File: config.mk
export PLATFORM = sky130hd
export DESIGN_NAME = adc_result_conditioner
export DESIGN_NICKNAME = d
export VERILOG_FILES = /design/src/rtl/adc_cond_pkg.sv /design/src/rtl/adc_corr_unit.sv /design/src/rtl/adc_justify.sv /design/src/rtl/adc_window_cmp.sv /design/src/rtl/adc_result_conditioner.sv
export SDC_FILE = /design/constraint.sdc
export NUM_CORES = 1
export LEC_CHECK = 0
export BUFFER_PORTS_ARGS = -buffer_cell sky130_fd_sc_hd__buf_2
export CAP_MARGIN = 10
export CORE_ASPECT_RATIO = 0.6
export CORE_MARGIN = 2
export CORE_UTILIZATION = 50
export DETAILED_ROUTE_END_ITERATION = 6
export GPL_TIMING_DRIVEN = 0
export MAX_ROUTING_LAYER = met4
export PLACE_DENSITY = 0.68
export SYNTH_ARGS = -nofsm -noshare
export SYNTH_HDL_FRONTEND = slang
export SYNTH_HIERARCHICAL = 1
export SYNTH_SLANG_ARGS = --single-unit
export TNS_END_PERCENT = 20
File: constraint.sdc
create_clock -name clk -period 1.4 [get_ports clk]
set_input_delay 0.28 -clock clk [delete_from_list [all_inputs] [get_ports clk]]
set_output_delay 0.28 -clock clk [all_outputs]
set_load 0.01 [all_outputs]
File: src/rtl/adc_cond_pkg.sv
package adc_cond_pkg;
    localparam int RAW_W = 12;
    localparam int RES_W = 16;
    localparam int FRAC_W = 11;

    typedef enum logic [2:0] {
        WIN_OFF    = 3'd0,
        WIN_ABOVE  = 3'd1,
        WIN_BELOW  = 3'd2,
        WIN_INSIDE = 3'd3,
        WIN_INVERT = 3'd4
    } win_mode_e;

    typedef enum logic [1:0] {
        RES_12  = 2'd0,
        RES_16  = 2'd1,
        RES_10  = 2'd2,
        RES_8   = 2'd3
    } res_sel_e;

    typedef struct packed {
        logic             vld;
        logic [RES_W-1:0] data;
        logic             hit;
    } res_ent_t;
endpackage

File: src/rtl/adc_corr_unit.sv
module adc_corr_unit #(
    parameter int RAW_W  = adc_cond_pkg::RAW_W,
    parameter int FRAC_W = adc_cond_pkg::FRAC_W
) (
    input  logic [RAW_W-1:0] raw_i,
    input  logic             diff_i,
    input  logic             corr_i,
    input  logic [RAW_W-1:0] gain_i,
    input  logic [RAW_W-1:0] offs_i,
    output logic [RAW_W-1:0] val_o
);
    localparam int EXT_W  = RAW_W + 2;
    localparam int PROD_W = EXT_W + RAW_W + 1;
    localparam logic signed [PROD_W-1:0] U_MAX = PROD_W'((1 << RAW_W) - 1);
    localparam logic signed [PROD_W-1:0] S_MAX = PROD_W'((1 << (RAW_W - 1)) - 1);
    localparam logic signed [PROD_W-1:0] S_MIN = -PROD_W'(1 << (RAW_W - 1));

    logic signed [EXT_W-1:0]  x_ext;
    logic signed [EXT_W-1:0]  o_ext;
    logic signed [EXT_W-1:0]  diffv;
    logic signed [PROD_W-1:0] prod;
    logic signed [PROD_W-1:0] scaled;

    always_comb begin
        x_ext  = diff_i ? {{2{raw_i[RAW_W-1]}}, raw_i} : {2'b00, raw_i};
        o_ext  = {{2{offs_i[RAW_W-1]}}, offs_i};
        diffv  = x_ext - o_ext;
        prod   = $signed({{(PROD_W-EXT_W){diffv[EXT_W-1]}}, diffv})
               * $signed({{(PROD_W-RAW_W){1'b0}}, gain_i});
        scaled = prod >>> FRAC_W;
        if (!corr_i) begin
            val_o = raw_i;
        end else if (diff_i) begin
            if (scaled > S_MAX)      val_o = S_MAX[RAW_W-1:0];
            else if (scaled < S_MIN) val_o = S_MIN[RAW_W-1:0];
            else                     val_o = scaled[RAW_W-1:0];
        end else begin
            if (scaled > U_MAX)      val_o = U_MAX[RAW_W-1:0];
            else if (scaled < 0)     val_o = '0;
            else                     val_o = scaled[RAW_W-1:0];
        end
    end
endmodule

File: src/rtl/adc_justify.sv
module adc_justify #(
    parameter int RAW_W = adc_cond_pkg::RAW_W,
    parameter int RES_W = adc_cond_pkg::RES_W
) (
    input  logic [RAW_W-1:0] val_i,
    input  logic [RES_W-1:0] pass_i,
    input  logic             diff_i,
    input  logic             left_i,
    input  logic [1:0]       sel_i,
    output logic [RES_W-1:0] word_o
);
    import adc_cond_pkg::*;
    localparam int PAD = RES_W - RAW_W;

    logic [3:0]       drop;
    logic [RES_W-1:0] ext;
    logic [RES_W-1:0] top;

    always_comb begin
        case (res_sel_e'(sel_i))
            RES_10:  drop = 4'd2;
            RES_8:   drop = 4'd4;
            default: drop = 4'd0;
        endcase
        ext = diff_i ? {{PAD{val_i[RAW_W-1]}}, val_i} : {{PAD{1'b0}}, val_i};
        top = {val_i, {PAD{1'b0}}};
        if (res_sel_e'(sel_i) == RES_16) begin
            word_o = pass_i;
        end else if (left_i) begin
            word_o = (top >> (PAD + int'(drop))) << (PAD + int'(drop));
        end else if (diff_i) begin
            word_o = RES_W'($signed(ext) >>> drop);
        end else begin
            word_o = ext >> drop;
        end
    end
endmodule

File: src/rtl/adc_window_cmp.sv
module adc_window_cmp #(
    parameter int RES_W = adc_cond_pkg::RES_W
) (
    input  logic [RES_W-1:0] word_i,
    input  logic [RES_W-1:0] lo_i,
    input  logic [RES_W-1:0] hi_i,
    input  logic             diff_i,
    input  logic [2:0]       mode_i,
    output logic             hit_o
);
    import adc_cond_pkg::*;

    logic above_lo, below_hi, above_hi, below_lo;

    always_comb begin
        if (diff_i) begin
            above_lo = $signed(word_i) > $signed(lo_i);
            below_lo = $signed(word_i) < $signed(lo_i);
            above_hi = $signed(word_i) > $signed(hi_i);
            below_hi = $signed(word_i) < $signed(hi_i);
        end else begin
            above_lo = word_i > lo_i;
            below_lo = word_i < lo_i;
            above_hi = word_i > hi_i;
            below_hi = word_i < hi_i;
        end
        case (mode_i)
            WIN_ABOVE:  hit_o = above_lo;
            WIN_BELOW:  hit_o = below_hi;
            WIN_INSIDE: hit_o = above_lo && below_hi;
            WIN_INVERT: hit_o = above_hi && below_lo;
            default:    hit_o = 1'b0;
        endcase
    end
endmodule

File: src/rtl/adc_result_conditioner.sv
module adc_result_conditioner #(
    parameter int RAW_W    = adc_cond_pkg::RAW_W,
    parameter int RES_W    = adc_cond_pkg::RES_W,
    parameter int CORR_LAT = 13
) (
    input  logic             clk,
    input  logic             rst_n,
    input  logic             smp_valid,
    input  logic [RES_W-1:0] smp_data,
    input  logic             diff_mode,
    input  logic             corr_en,
    input  logic [1:0]       res_sel,
    input  logic             left_adj,
    input  logic [2:0]       win_mode,
    input  logic [RES_W-1:0] thr_lo,
    input  logic [RES_W-1:0] thr_hi,
    input  logic [RAW_W-1:0] gain_val,
    input  logic [RAW_W-1:0] offset_val,
    output logic             res_valid,
    output logic [RES_W-1:0] res_data,
    output logic             win_hit
);
    import adc_cond_pkg::*;
    localparam int DL_N = CORR_LAT;

    typedef struct packed {
        res_ent_t [DL_N-1:0] dl;
        res_ent_t            out;
    } state_t;

    state_t st_d, st_q;

    logic [RAW_W-1:0] corr_val;
    logic [RES_W-1:0] word;
    logic             hit;
    res_ent_t         cur;

    adc_corr_unit #(.RAW_W(RAW_W)) corr_i (
        .raw_i  (smp_data[RAW_W-1:0]),
        .diff_i (diff_mode),
        .corr_i (corr_en),
        .gain_i (gain_val),
        .offs_i (offset_val),
        .val_o  (corr_val)
    );

    adc_justify #(.RAW_W(RAW_W), .RES_W(RES_W)) just_i (
        .val_i  (corr_val),
        .pass_i (smp_data),
        .diff_i (diff_mode),
        .left_i (left_adj),
        .sel_i  (res_sel),
        .word_o (word)
    );

    adc_window_cmp #(.RES_W(RES_W)) win_i (
        .word_i (word),
        .lo_i   (thr_lo),
        .hi_i   (thr_hi),
        .diff_i (diff_mode),
        .mode_i (win_mode),
        .hit_o  (hit)
    );

    always_comb begin
        st_d     = st_q;
        cur.vld  = smp_valid;
        cur.data = smp_valid ? word : '0;
        cur.hit  = smp_valid && hit;

        st_d.dl[0] = (smp_valid && corr_en) ? cur : '0;
        for (int i = 1; i < DL_N; i++) begin
            st_d.dl[i] = st_q.dl[i-1];
        end

        if (st_q.dl[DL_N-1].vld) begin
            st_d.out = st_q.dl[DL_N-1];
        end else if (smp_valid && !corr_en) begin
            st_d.out = cur;
        end else begin
            st_d.out = '0;
        end
    end

    always_ff @(posedge clk or negedge rst_n) begin
        if (!rst_n) st_q <= '0;
        else        st_q <= st_d;
    end

    assign res_valid = st_q.out.vld;
    assign res_data  = st_q.out.data;
    assign win_hit   = st_q.out.hit;
endmodule

==> results of run 1 <==
==> worst max-delay path, delay by kind of cell <==
family / cells / cell delay [ns]
AOI/OAI and AO/OA: 17 / 3.88
adders and majority gates: 9 / 3.48
and+or+nand+nor: 7 / 1.34
buffers and inverters: 11 / 1.07
muxes: 2 / 0.43
xor gates and xnor gates: 1 / 0.17
==> flip-flops by register name (all words and copies together), names as in the netlist <==
name       flops
res_data      16
win_hit        1
st_q          18
st_d         216
res_valid      1
==> area by class of cell <==
| class | instances | area, sq um |
|---|---|---|
| plain buffers | 79 | 530.5 |
| flip-flops and latches | 252 | 6306 |
| multi-input cells | 835 | 8738 |
| repair buffers | 167 | 1165 |
| clock buffers | 28 | 569.3 |
| clock inverters | 4 | 48.80 |
| well taps | 416 | 520.5 |
| inverters | 277 | 1052 |
| diodes | 9 | 22.52 |
| fillers | 2515 | 12330 |
==> logic make-up after synthesis <==
kind of cell | after synthesis | synth area share (%)
AOI/OAI and AO/OA | 195 | 8.856
xor gates and xnor gates | 40 | 2.196
adders and majority gates | 261 | 27.45
buffers and inverters | 356 | 9.475
DFF | 252 | 39.53
muxes | 25 | 1.710
and+or+nand+nor | 314 | 10.78
==> what timing repair did <==
item | CTS | global route
cloned | 1 | 0
endpoints found under the hold margin | 120 | 120
setup buffers | 62 | 7
resized for setup | 110 | 29
setup endpoints to repair | 42 | 50
pin swaps | 66 | 26
==> metal layers <==
layer  share of wire [%]  global-route usage [%]  routed length, microns  up-vias
met5                   0                       -                       0        -
met4                 2.2                   4.700                     875        0
met3                 7.7                   6.070                    3056       58
met2                  42                   34.81                   16690      337
met1                  48                   38.60                   19180     5587
li1                    -                       -                       -     4994
==> path summary, 6_finish.rpt <==
path / end / cells past startpoint / slack, ns / from
hold / removal: st_d[157] / 1 / -0.14 / rst_n
max in group asynchronous: st_q[237] / 2 / 0.42 / rst_n
min in group clk: res_data[15] / 3 / 0.21 / smp_valid
setup / recovery: st_d[36] / 47 / -8.87 / smp_data[0]
hold reg to reg: st_d[229] / 0 / 0.34 / st_d[211]
setup reg to reg: res_data[7] / 3 / 0.29 / st_q[251]
==> through the flow <==
stage | worst slack [ns] | setup TNS [ns] | hold slack (ns) | util (%) | cells
global placement | -10.12 | -1291.08 | 0.3311 | 54.70 | 1956
CTS | -8.754 | -244.26 | -0.1111 | 59.96 | 2051
finish | -8.872 | -246.68 | -0.1430 | 60.59 | 2067
detailed placement | -10.23 | -299.36 | 0.3347 | 54.82 | 1957
global route | -9.178 | -255.83 | -0.08056 | 60.58 | 2066
floorplan | -8.316 | -229.81 | -0.01559 | - | 1443
==> synth_stat cells (all sizes together), types with 3 or more instances <==
cell / n / area, sq um
a21boi: 3 / 22.52
a21o: 17 / 127.6
a21oi: 58 / 297.8
a221o: 11 / 110.1
a22oi: 4 / 30.03
a31o: 9 / 78.83
a31oi: 6 / 37.54
a32o: 18 / 180.2
and2: 58 / 362.8
and3: 24 / 155.1
and4: 6 / 55.05
buf: 39 / 320.3
clkbuf: 40 / 151.4
dfrtp: 252 / 6306
fa: 149 / 2983
ha: 110 / 1376
inv: 277 / 1040
mux2: 9 / 112.6
mux2i: 16 / 160.2
nand2: 99 / 376.6
nand2b: 18 / 112.6
nand3: 10 / 50.05
nand3b: 3 / 22.52
nand4: 5 / 37.53
nor2: 27 / 111.4
nor2b: 9 / 66.31
nor3: 22 / 110.1
nor3b: 8 / 65.06
nor4: 9 / 62.56
nor4b: 4 / 35.03
o211ai: 6 / 50.05
o21a: 10 / 75.07
o21ai: 25 / 125.1
o221ai: 4 / 47.55
or3b: 4 / 35.03
xnor2: 27 / 236.5
xor2: 13 / 113.9
==> summary.md, run 1 <==
| Metric | Value |
|---|---|
| Status | `complete, but fails checks` |
| Violations in the final reports | `hold timing, setup timing` |
| Max_slew headroom | `42.91%` |
| IO Pins | `101` |
| Hold Path Class | `primary input to asynchronous set/reset pin` |
| Vias in the first global route | `11.11k` |
| Dpl hpwl | `30.01 mm` |
| Width of the die | `234.6 microns` |
| Async set or reset register ratio after synthesis | `100.0%` |
| Initial Util | `51.00%` |
| Row cnt | `50` |
| I/O Buffers | `97` |
| Gr ovfl total | `0` |
| Clk buf depth | `3` |
| Clk_lat worst skew | `0.49 ns` |
| Maximum capacitance violations | `0` |
| Yosys reg bits | `252` |
| CTS tree | `done` |
| Via density | `5.310` |
| Via count | `10.98k` |
| Final nets | `1972` |
| Most frequent cells in the layout | `inv_1, dfrtp_1, fa_1` |
| CP most frequent cell | `fa_1` |
| Final Hold Vio Count | `120` |
| Achievable Freq | `97.35 MHz` |
| Post-synthesis sequential area ratio | `39.53%` |
| Startpoint types | `primary input` |
| Wire per inst | `19.25 microns` |
| WS Path Type | `primary input to flip-flop` |
| H-tree levels | `1` |
| Commonest non-fill, non-tap cell in the layout | `inv_1` |
| # setup viols final | `34` |
| Element type at the critical path end | `flip-flop` |
| Clk pin slew, worst setup/hold paths | `0.08 ns` |
| TritonCTS Sinks | `252` |
| Syn avg cell area | `11.05 sq um` |
| Pre-antenna DRT Iters | `5` |
| Critical-path top delay cell | `fa_1` |
| WHS | `-0.1430 ns` |
| Final Skew | `0.007230 ns` |
| Number of synthesized flops with an enable pin | `0` |
| Ys Warns | `6` |
| Arrival time at the worst endpoint | `10.70 ns` |
| Final Instance Area | `18950 sq um` |
| Global-route wire length before repair | `61.91 mm` |
| Largest net degree at the start of global routing | `133` |
| CP peak stage delay | `0.55 ns` |
| Least-Margin Pin Slew | `0.8564 ns` |
| Clock root buffer master | `clkbuf_16` |
| Final period util | `733.7%` |
| Worst path required time | `1.83 ns` |
| Clock period minus worst slack | `10.27 ns` |
| CTS Buf Count | `18` |
| Antenna viol nets, final | `0` |
| Max-slew violation count | `0` |
| DRC | `0` |
| DIE HEIGHT | `142.4 microns` |
| Syn Inst Count | `1443` |
| Syn Nets | `1785` |
| Post-Syn Area | `15950 sq um` |
| Post-route setup slack | `-8.872 ns` |
| Area grow syn2layout | `18.82%` |
| Area of the die | `33400 sq um` |
| Placed cell area | `17150 sq um` |
| Iter 0 DRT Violations | `1064` |
| Core box area | `31280 sq um` |
| Synth unique cells | `85` |
| Initial antenna violation count | `7` |
| Placer's final routability congestion estimate | `0.9430` |
| RSZ-0062 raised after global routing | `true` |
| Largest fanout on the critical path | `6` |
| Top FF cell, synth | `dfrtp_1` |
| GRT Total Usage | `25.43%` |
| Layout cells sized above 1 | `22.53%` |
| Detailed Route WL | `39.80 mm` |
Power of run 1 is left out: the tool's default activity adds up to more than one toggle a clock period on the data nets, which glitch-free logic cannot reach.
==> inputs of run 2 (changes only) <==
ABC_AREA = 1   (was default)
CTS_CLUSTER_DIAMETER = 120   (was default)
==> run 2 against run 1 <==
Compared with the run above:
- the run still ends with hold timing, setup timing left
- register-to-register slack got worse by 0.14 ns
- clock skew grew 0.0092 ns
- sequential share of layout area shrank 2.2 points
- synthesized cell count is 27% higher
- final cell count grew 21%
- critical path depth up 11
- first-iteration DRC count up 2.8%
==> summary.md, run 2 <==
| Metric | Value |
|---|---|
| Dpl hpwl | `33.10 mm (was 30.01 mm)` |
| Yosys top cell area share | `37.90% (was 39.53%)` |
| Most frequent cells in the layout | `inv_1, nand2_1, dfrtp_1 (was inv_1, dfrtp_1, fa_1)` |
| Achievable Freq | `117.1 MHz (was 97.35 MHz)` |
| Post-route setup slack | `-7.139 ns (was -8.872 ns)` |
| Placer's final routability congestion estimate | `0.9364 (was 0.9430)` |
| Yosys reg bits | `252 (unchanged)` |
| Via density | `5.081 (was 5.310)` |
| CP most frequent cell | `nand2_1 (was fa_1)` |
| Layout cells sized above 1 | `25.82% (was 22.53%)` |
| Row cnt | `51 (was 50)` |
| Clock period minus worst slack | `8.539 ns (was 10.27 ns)` |
| Final core occ | `62.34% (was 60.59%)` |
| Count leader, synth | `inv_1 (unchanged)` |
| GRT Total Usage | `26.24% (was 25.43%)` |
| Largest net degree at the start of global routing | `129 (was 133)` |
| Startpoint types | `primary input (unchanged)` |
| Commonest non-fill, non-tap cell in the layout | `inv_1 (unchanged)` |
| Post-Syn Area | `16640 sq um (was 15950 sq um)` |
| Clk pin slew, worst setup/hold paths | `0.08 ns (about the same)` |
| Detailed Route WL | `42.83 mm (was 39.80 mm)` |
| Hold Path Class | `primary input to asynchronous set/reset pin (unchanged)` |
| Syn avg cell area | `9.101 sq um (was 11.05 sq um)` |
| Initial antenna violation count | `8 (was 7)` |
| Antenna viol nets, final | `0 (unchanged)` |
| DRC | `0 (unchanged)` |
| Vias in the first global route | `12.63k (was 11.11k)` |
| Final Instance Area | `20330 sq um (was 18950 sq um)` |
| CTS tree | `done (unchanged)` |
| Via count | `12.70k (was 10.98k)` |
| Area of the die | `34800 sq um (was 33400 sq um)` |
| Synth unique cells | `46 (was 85)` |
| Max-slew violation count | `0 (unchanged)` |
| Width of the die | `239.5 microns (was 234.6 microns)` |
| CP delay by family, top | `adder cells (was compound AO/OA/AOI/OAI gates)` |
| Async set or reset register ratio after synthesis | `100.0% (unchanged)` |
| WHS | `-0.1400 ns (was -0.1430 ns)` |
| Gr ovfl total | `0 (unchanged)` |
| Iter 0 DRT Violations | `1094 (was 1064)` |
| Syn Nets | `2170 (was 1785)` |
| Post-synthesis sequential area ratio | `37.90% (was 39.53%)` |
| Violations in the final reports | `hold timing, setup timing (unchanged)` |
| DIE HEIGHT | `145.3 microns (was 142.4 microns)` |
| Placed cell area | `18060 sq um (was 17150 sq um)` |
| Global-route wire length before repair | `68.36 mm (was 61.91 mm)` |
| Element type at the critical path end | `flip-flop (unchanged)` |
| Pre-antenna DRT Iters | `6 (was 5)` |
| Clock root buffer master | `clkbuf_16 (unchanged)` |
| Status | `complete, but fails checks (unchanged)` |
| Worst Path Buf+Inv | `12 (was 11)` |
| Number of fill cells in the layout | `2741 (was 2515)` |
| Final nets | `2372 (was 1972)` |
| RSZ-0062 raised after global routing | `true (unchanged)` |
| Wire per inst | `17.14 microns (was 19.25 microns)` |
| # setup viols final | `38 (was 34)` |
| I/O Buffers | `97 (unchanged)` |
| Worst path required time | `1.82 ns (was 1.83 ns)` |
| Area contributors post-synth | `dfrtp_1, fa_1, inv_1, nand2_1, ha_1 (was dfrtp_1, fa_1, ha_1, inv_1, nand2_1)` |
| Clk buf depth | `3 (unchanged)` |
| Final Skew | `0.01645 ns (was 0.007230 ns)` |
| Critical-path top delay cell | `fa_1 (unchanged)` |
| Max reg flops | `216 (unchanged)` |
| Cell accounting for the most synthesized area | `dfrtp_1 (unchanged)` |
| H-tree levels | `1 (unchanged)` |
| Ys Warns | `6 (unchanged)` |
| Maximum capacitance violations | `0 (unchanged)` |
| Core box area | `32610 sq um (was 31280 sq um)` |
| Max_slew headroom | `39.56% (was 42.91%)` |
| IO Pins | `101 (unchanged)` |
| Post-synth top cells | `inv_1, nand2_1, dfrtp_1 (was inv_1, dfrtp_1, fa_1)` |
| Initial Util | `51.02% (was 51.00%)` |
| CP peak stage delay | `0.53 ns (was 0.55 ns)` |
| WS Path Type | `primary input to flip-flop (unchanged)` |
| Arrival time at the worst endpoint | `8.96 ns (was 10.70 ns)` |
| Number of synthesized flops with an enable pin | `0 (unchanged)` |
| Top FF cell, synth | `dfrtp_1 (unchanged)` |
| CTS Buf Count | `19 (was 18)` |
| Largest fanout on the critical path | `5 (was 6)` |
| Clk_lat worst skew | `0.49 ns (about the same)` |
| Area grow syn2layout | `22.18% (was 18.82%)` |
| Least-Margin Pin Slew | `0.9066 ns (was 0.8564 ns)` |
| TritonCTS Sinks | `252 (unchanged)` |
| Setup tns final | `-202.24 ns (was -246.68 ns)` |
| Final Hold Vio Count | `127 (was 120)` |
| Syn Inst Count | `1828 (was 1443)` |
| Final period util | `609.9% (was 733.7%)` |
## run 2: worst paths after layout
path | slack, ns | startpoint | end | cells after the start
max in group asynchronous | 0.39 | rst_n | res_data[13] | 2
min | -0.14 | rst_n | st_d[205] | 1
max | -7.14 | offset_val[2] | win_hit | 58
min reg2reg | 0.34 | st_d[54] | st_d[72] | 0
max reg2reg | 0.15 | st_q[251] | res_data[15] | 5
min in group clk | 0.07 | smp_valid | res_data[6] | 3
## run 2: cells by family after synthesis
family	Yosys count	share of synthesized area [%]
compound gates	131	4.588
xor+xnor	27	1.421
flops	252	37.90
buf+inv	469	11.61
fa+ha+maj	259	26.20
simple gates	690	18.27
## run 2: metrics by stage
| stage | worst slack (ns) | cells |
|---|---|---|
| floorplan | -6.421 | 1828 |
| global placement | -8.146 | 2375 |
| detailed placement | -8.215 | 2376 |
| CTS | -6.973 | 2462 |
| global route | -7.609 | 2499 |
| finish | -7.139 | 2499 |
## run 2: area by class of cell
cell class | count | area [sq um] | area share [%]
multi-input combinational | 1107 | 9580 | 47.13
sequential | 252 | 6306 | 31.02
timing repair buffer | 181 | 1250 | 6.149
antenna | 8 | 20.02 | 0.09849
clock buffer | 25 | 548.0 | 2.696
inverter | 424 | 1634 | 8.039
clock inverter | 7 | 77.57 | 0.3816
buffer | 45 | 347.8 | 1.711
tap | 450 | 563.0 | 2.770
## run 2: what timing repair did
item / in CTS / in global routing
setup endpoints to repair: 46 / 50
pin swaps: 132 / 90
gates cloned: 2 / 1
buffers inserted: 53 / 28
endpoints found under the hold margin: 127 / 96
resized for setup: 151 / 69
## run 2: routing by layer
layer | vias to the layer above | global-route usage [%] | wire length, microns
met2 | 502 | 34.81 | 17510
met3 | 36 | 6.735 | 4445
li1 | 5869 | - | -
met1 | 6291 | 40.95 | 20500
met5 | - | - | 0
met4 | 0 | 3.656 | 380
## run 2: worst register-to-register path, cell delays in order (launching register included)
cell and delay (ns):
dfrtp_1 0.39, buf_6 0.15, inv_6 0.09, buf_6 0.15, nand4_1 0.26, nand2_1 0.15
Power of run 2 is left out for the same reason.
==> inputs of run 3 (changes only) <==
PLACE_DENSITY = default   (was 0.68)
PLACE_DENSITY_LB_ADDON = 0.25   (was default)
==> run 3 against run 2 <==
Compared with the run above:
- the run still ends with hold timing, setup timing left
- via count rose by 0.37%
- final area up 1.3%
- flip-flop and latch count unchanged
- utilization is 0.82 points higher
- worst hold slack better by 0.017 ns
- non-clock buffer count shrank 5
- critical path type unchanged
==> summary.md, run 3 (same netlist as run 2, synthesis figures left out) <==
| Metric | Value |
|---|---|
| RSZ-0062 raised after global routing | `true (unchanged)` |
| Clk pin slew, worst setup/hold paths | `0.07 ns (was 0.08 ns)` |
| Iter 0 DRT Violations | `1124 (was 1094)` |
| Number of fill cells in the layout | `2665 (was 2741)` |
| Status | `complete, but fails checks (unchanged)` |
| Global-route wire length before repair | `68.50 mm (was 68.36 mm)` |
| WHS | `-0.1228 ns (was -0.1400 ns)` |
| Post-Layout Cell Count | `2493 (was 2499)` |
| Area of the multi-input gates | `9879 sq um (was 9580 sq um)` |
| Achievable Freq | `116.1 MHz (was 117.1 MHz)` |
| Width of the die | `239.5 microns (unchanged)` |
| Critical-path top delay cell | `fa_2 (was fa_1)` |
| Global routing's busiest layer | `met1 (unchanged)` |
| # setup viols final | `37 (was 38)` |
| Largest net degree at the start of global routing | `133 (was 129)` |
| DIE HEIGHT | `145.3 microns (unchanged)` |
| Largest fanout on the critical path | `7 (was 5)` |
| Layout cells sized above 1 | `28.77% (was 25.82%)` |
| Most frequent cells in the layout | `inv_1, nand2_1, dfrtp_1 (unchanged)` |
| Met1 GRT Util | `41.98% (was 40.95%)` |
| CTS Buf Count | `19 (unchanged)` |
| Gr ovfl total | `0 (unchanged)` |
| Wire per inst | `17.85 microns (was 17.14 microns)` |
| Met2 usage | `34.48% (was 34.81%)` |
| GR met3 Demand/Resource | `5.479% (was 6.735%)` |
| Worst path required time | `1.77 ns (was 1.82 ns)` |
| Clk buf depth | `3 (unchanged)` |
| Initial Util | `51.02% (unchanged)` |
| Max-slew violation count | `0 (unchanged)` |
| Via density | `5.112 (was 5.081)` |
| Placement Setup Slack | `-8.377 ns (was -8.215 ns)` |
| TritonCTS Sinks | `252 (unchanged)` |
| Area of the die | `34800 sq um (unchanged)` |
| Max_slew headroom | `43.21% (was 39.56%)` |
| Inst Count DP | `2376 (unchanged)` |
| Commonest non-fill, non-tap cell in the layout | `inv_1 (unchanged)` |
| R2r setup slk | `0.29 ns (was 0.15 ns)` |
| Element type at the critical path end | `flip-flop (unchanged)` |
| Arrival time at the worst endpoint | `8.98 ns (was 8.96 ns)` |
| Vias in the first global route | `12.48k (was 12.63k)` |
| Startpoint types | `primary input (unchanged)` |
| Final Skew | `0.007279 ns (was 0.01645 ns)` |
| Clock root buffer master | `clkbuf_16 (unchanged)` |
| Detailed Route WL | `44.50 mm (was 42.83 mm)` |
| Maximum capacitance violations | `0 (unchanged)` |
| Dpl hpwl | `33.83 mm (was 33.10 mm)` |
| Least-Margin Pin Slew | `0.8519 ns (was 0.9066 ns)` |
| Antenna viol nets, final | `0 (unchanged)` |
| CP peak stage delay | `0.55 ns (was 0.53 ns)` |
| Max reg flops | `216 (unchanged)` |
| Hold Path Class | `primary input to asynchronous set/reset pin (unchanged)` |
| Clk_lat worst skew | `0.49 ns (about the same)` |
| Setup tns final | `-204.42 ns (was -202.24 ns)` |
| Via count | `12.75k (was 12.70k)` |
| Pre-antenna DRT Iters | `5 (was 6)` |
| Violations in the final reports | `hold timing, setup timing (unchanged)` |
| WS Path Type | `primary input to flip-flop (unchanged)` |
| H-tree levels | `1 (unchanged)` |
| Final nets | `2367 (was 2372)` |
| Clock period minus worst slack | `8.616 ns (was 8.539 ns)` |
| Final Hold Vio Count | `120 (was 127)` |
| Row cnt | `51 (unchanged)` |
| Placer's final routability congestion estimate | `0.9602 (was 0.9364)` |
| Final period util | `615.4% (was 609.9%)` |
| DRC | `0 (unchanged)` |
| GRT Total Usage | `26.20% (was 26.24%)` |
| Core box area | `32610 sq um (unchanged)` |
| Sequential cell area | `6306 sq um (unchanged)` |
| I/O Buffers | `97 (unchanged)` |
| Initial antenna violation count | `6 (was 8)` |
| Post-route setup slack | `-7.216 ns (was -7.139 ns)` |
| CTS tree | `done (unchanged)` |
| Area grow syn2layout | `23.78% (was 22.18%)` |
| IO Pins | `101 (unchanged)` |
-- run 3: what timing repair did --
action                                  4_1_cts  5_1_grt
pin swaps                                    85      143
endpoints found under the setup margin       43       50
cloned                                        1        2
gates resized for setup                     129      192
endpoints found under the hold margin       120      120
setup buffers                                33       43
-- run 3: layout make-up --
cell class,instances,area share (%)
clock inverter,7,0.2187
buffer,45,1.689
antenna,6,0.07291
tap,450,2.734
timing repair buffer,176,6.088
clock buffer,26,2.679
inverter,424,7.923
sequential,252,30.62
multi-input combinational,1107,47.97
-- run 3: per-stage QoR --
stage / area [sq um] / hold WS [ns] / util (%)
CTS: 19370 / -0.1022 / 59.41
floorplan: 16970 / -0.01559 / -
finish: 20590 / -0.1228 / 63.16
global placement: 18020 / 0.3315 / 55.26
global route: 20590 / -0.06207 / 63.16
detailed placement: 18060 / 0.3347 / 55.37
-- run 3: critical path: cells and delay by family --
kind	cells	cell delay, ns
compound gates	8	1.26
buf+inv	9	0.91
fa+ha+maj	8	3.52
simple gates	30	2.99
-- run 3: layer usage --
metal | vias up | wire length (microns)
met5 | - | 0
met4 | 0 | 600
met3 | 56 | 4174
met2 | 520 | 18220
met1 | 6308 | 21510
li1 | 5861 | -
-- run 3: final timing paths --
check,start,end,cells past startpoint
max reg2reg,st_q[251],res_data[15],5
min,rst_n,st_d[198],1
min in group clk,smp_valid,res_data[6],3
max,smp_data[2],win_hit,55
max in group asynchronous,rst_n,st_d[87],2
min reg2reg,st_d[60],st_d[78],0
Power of run 3 is left out for the same reason.
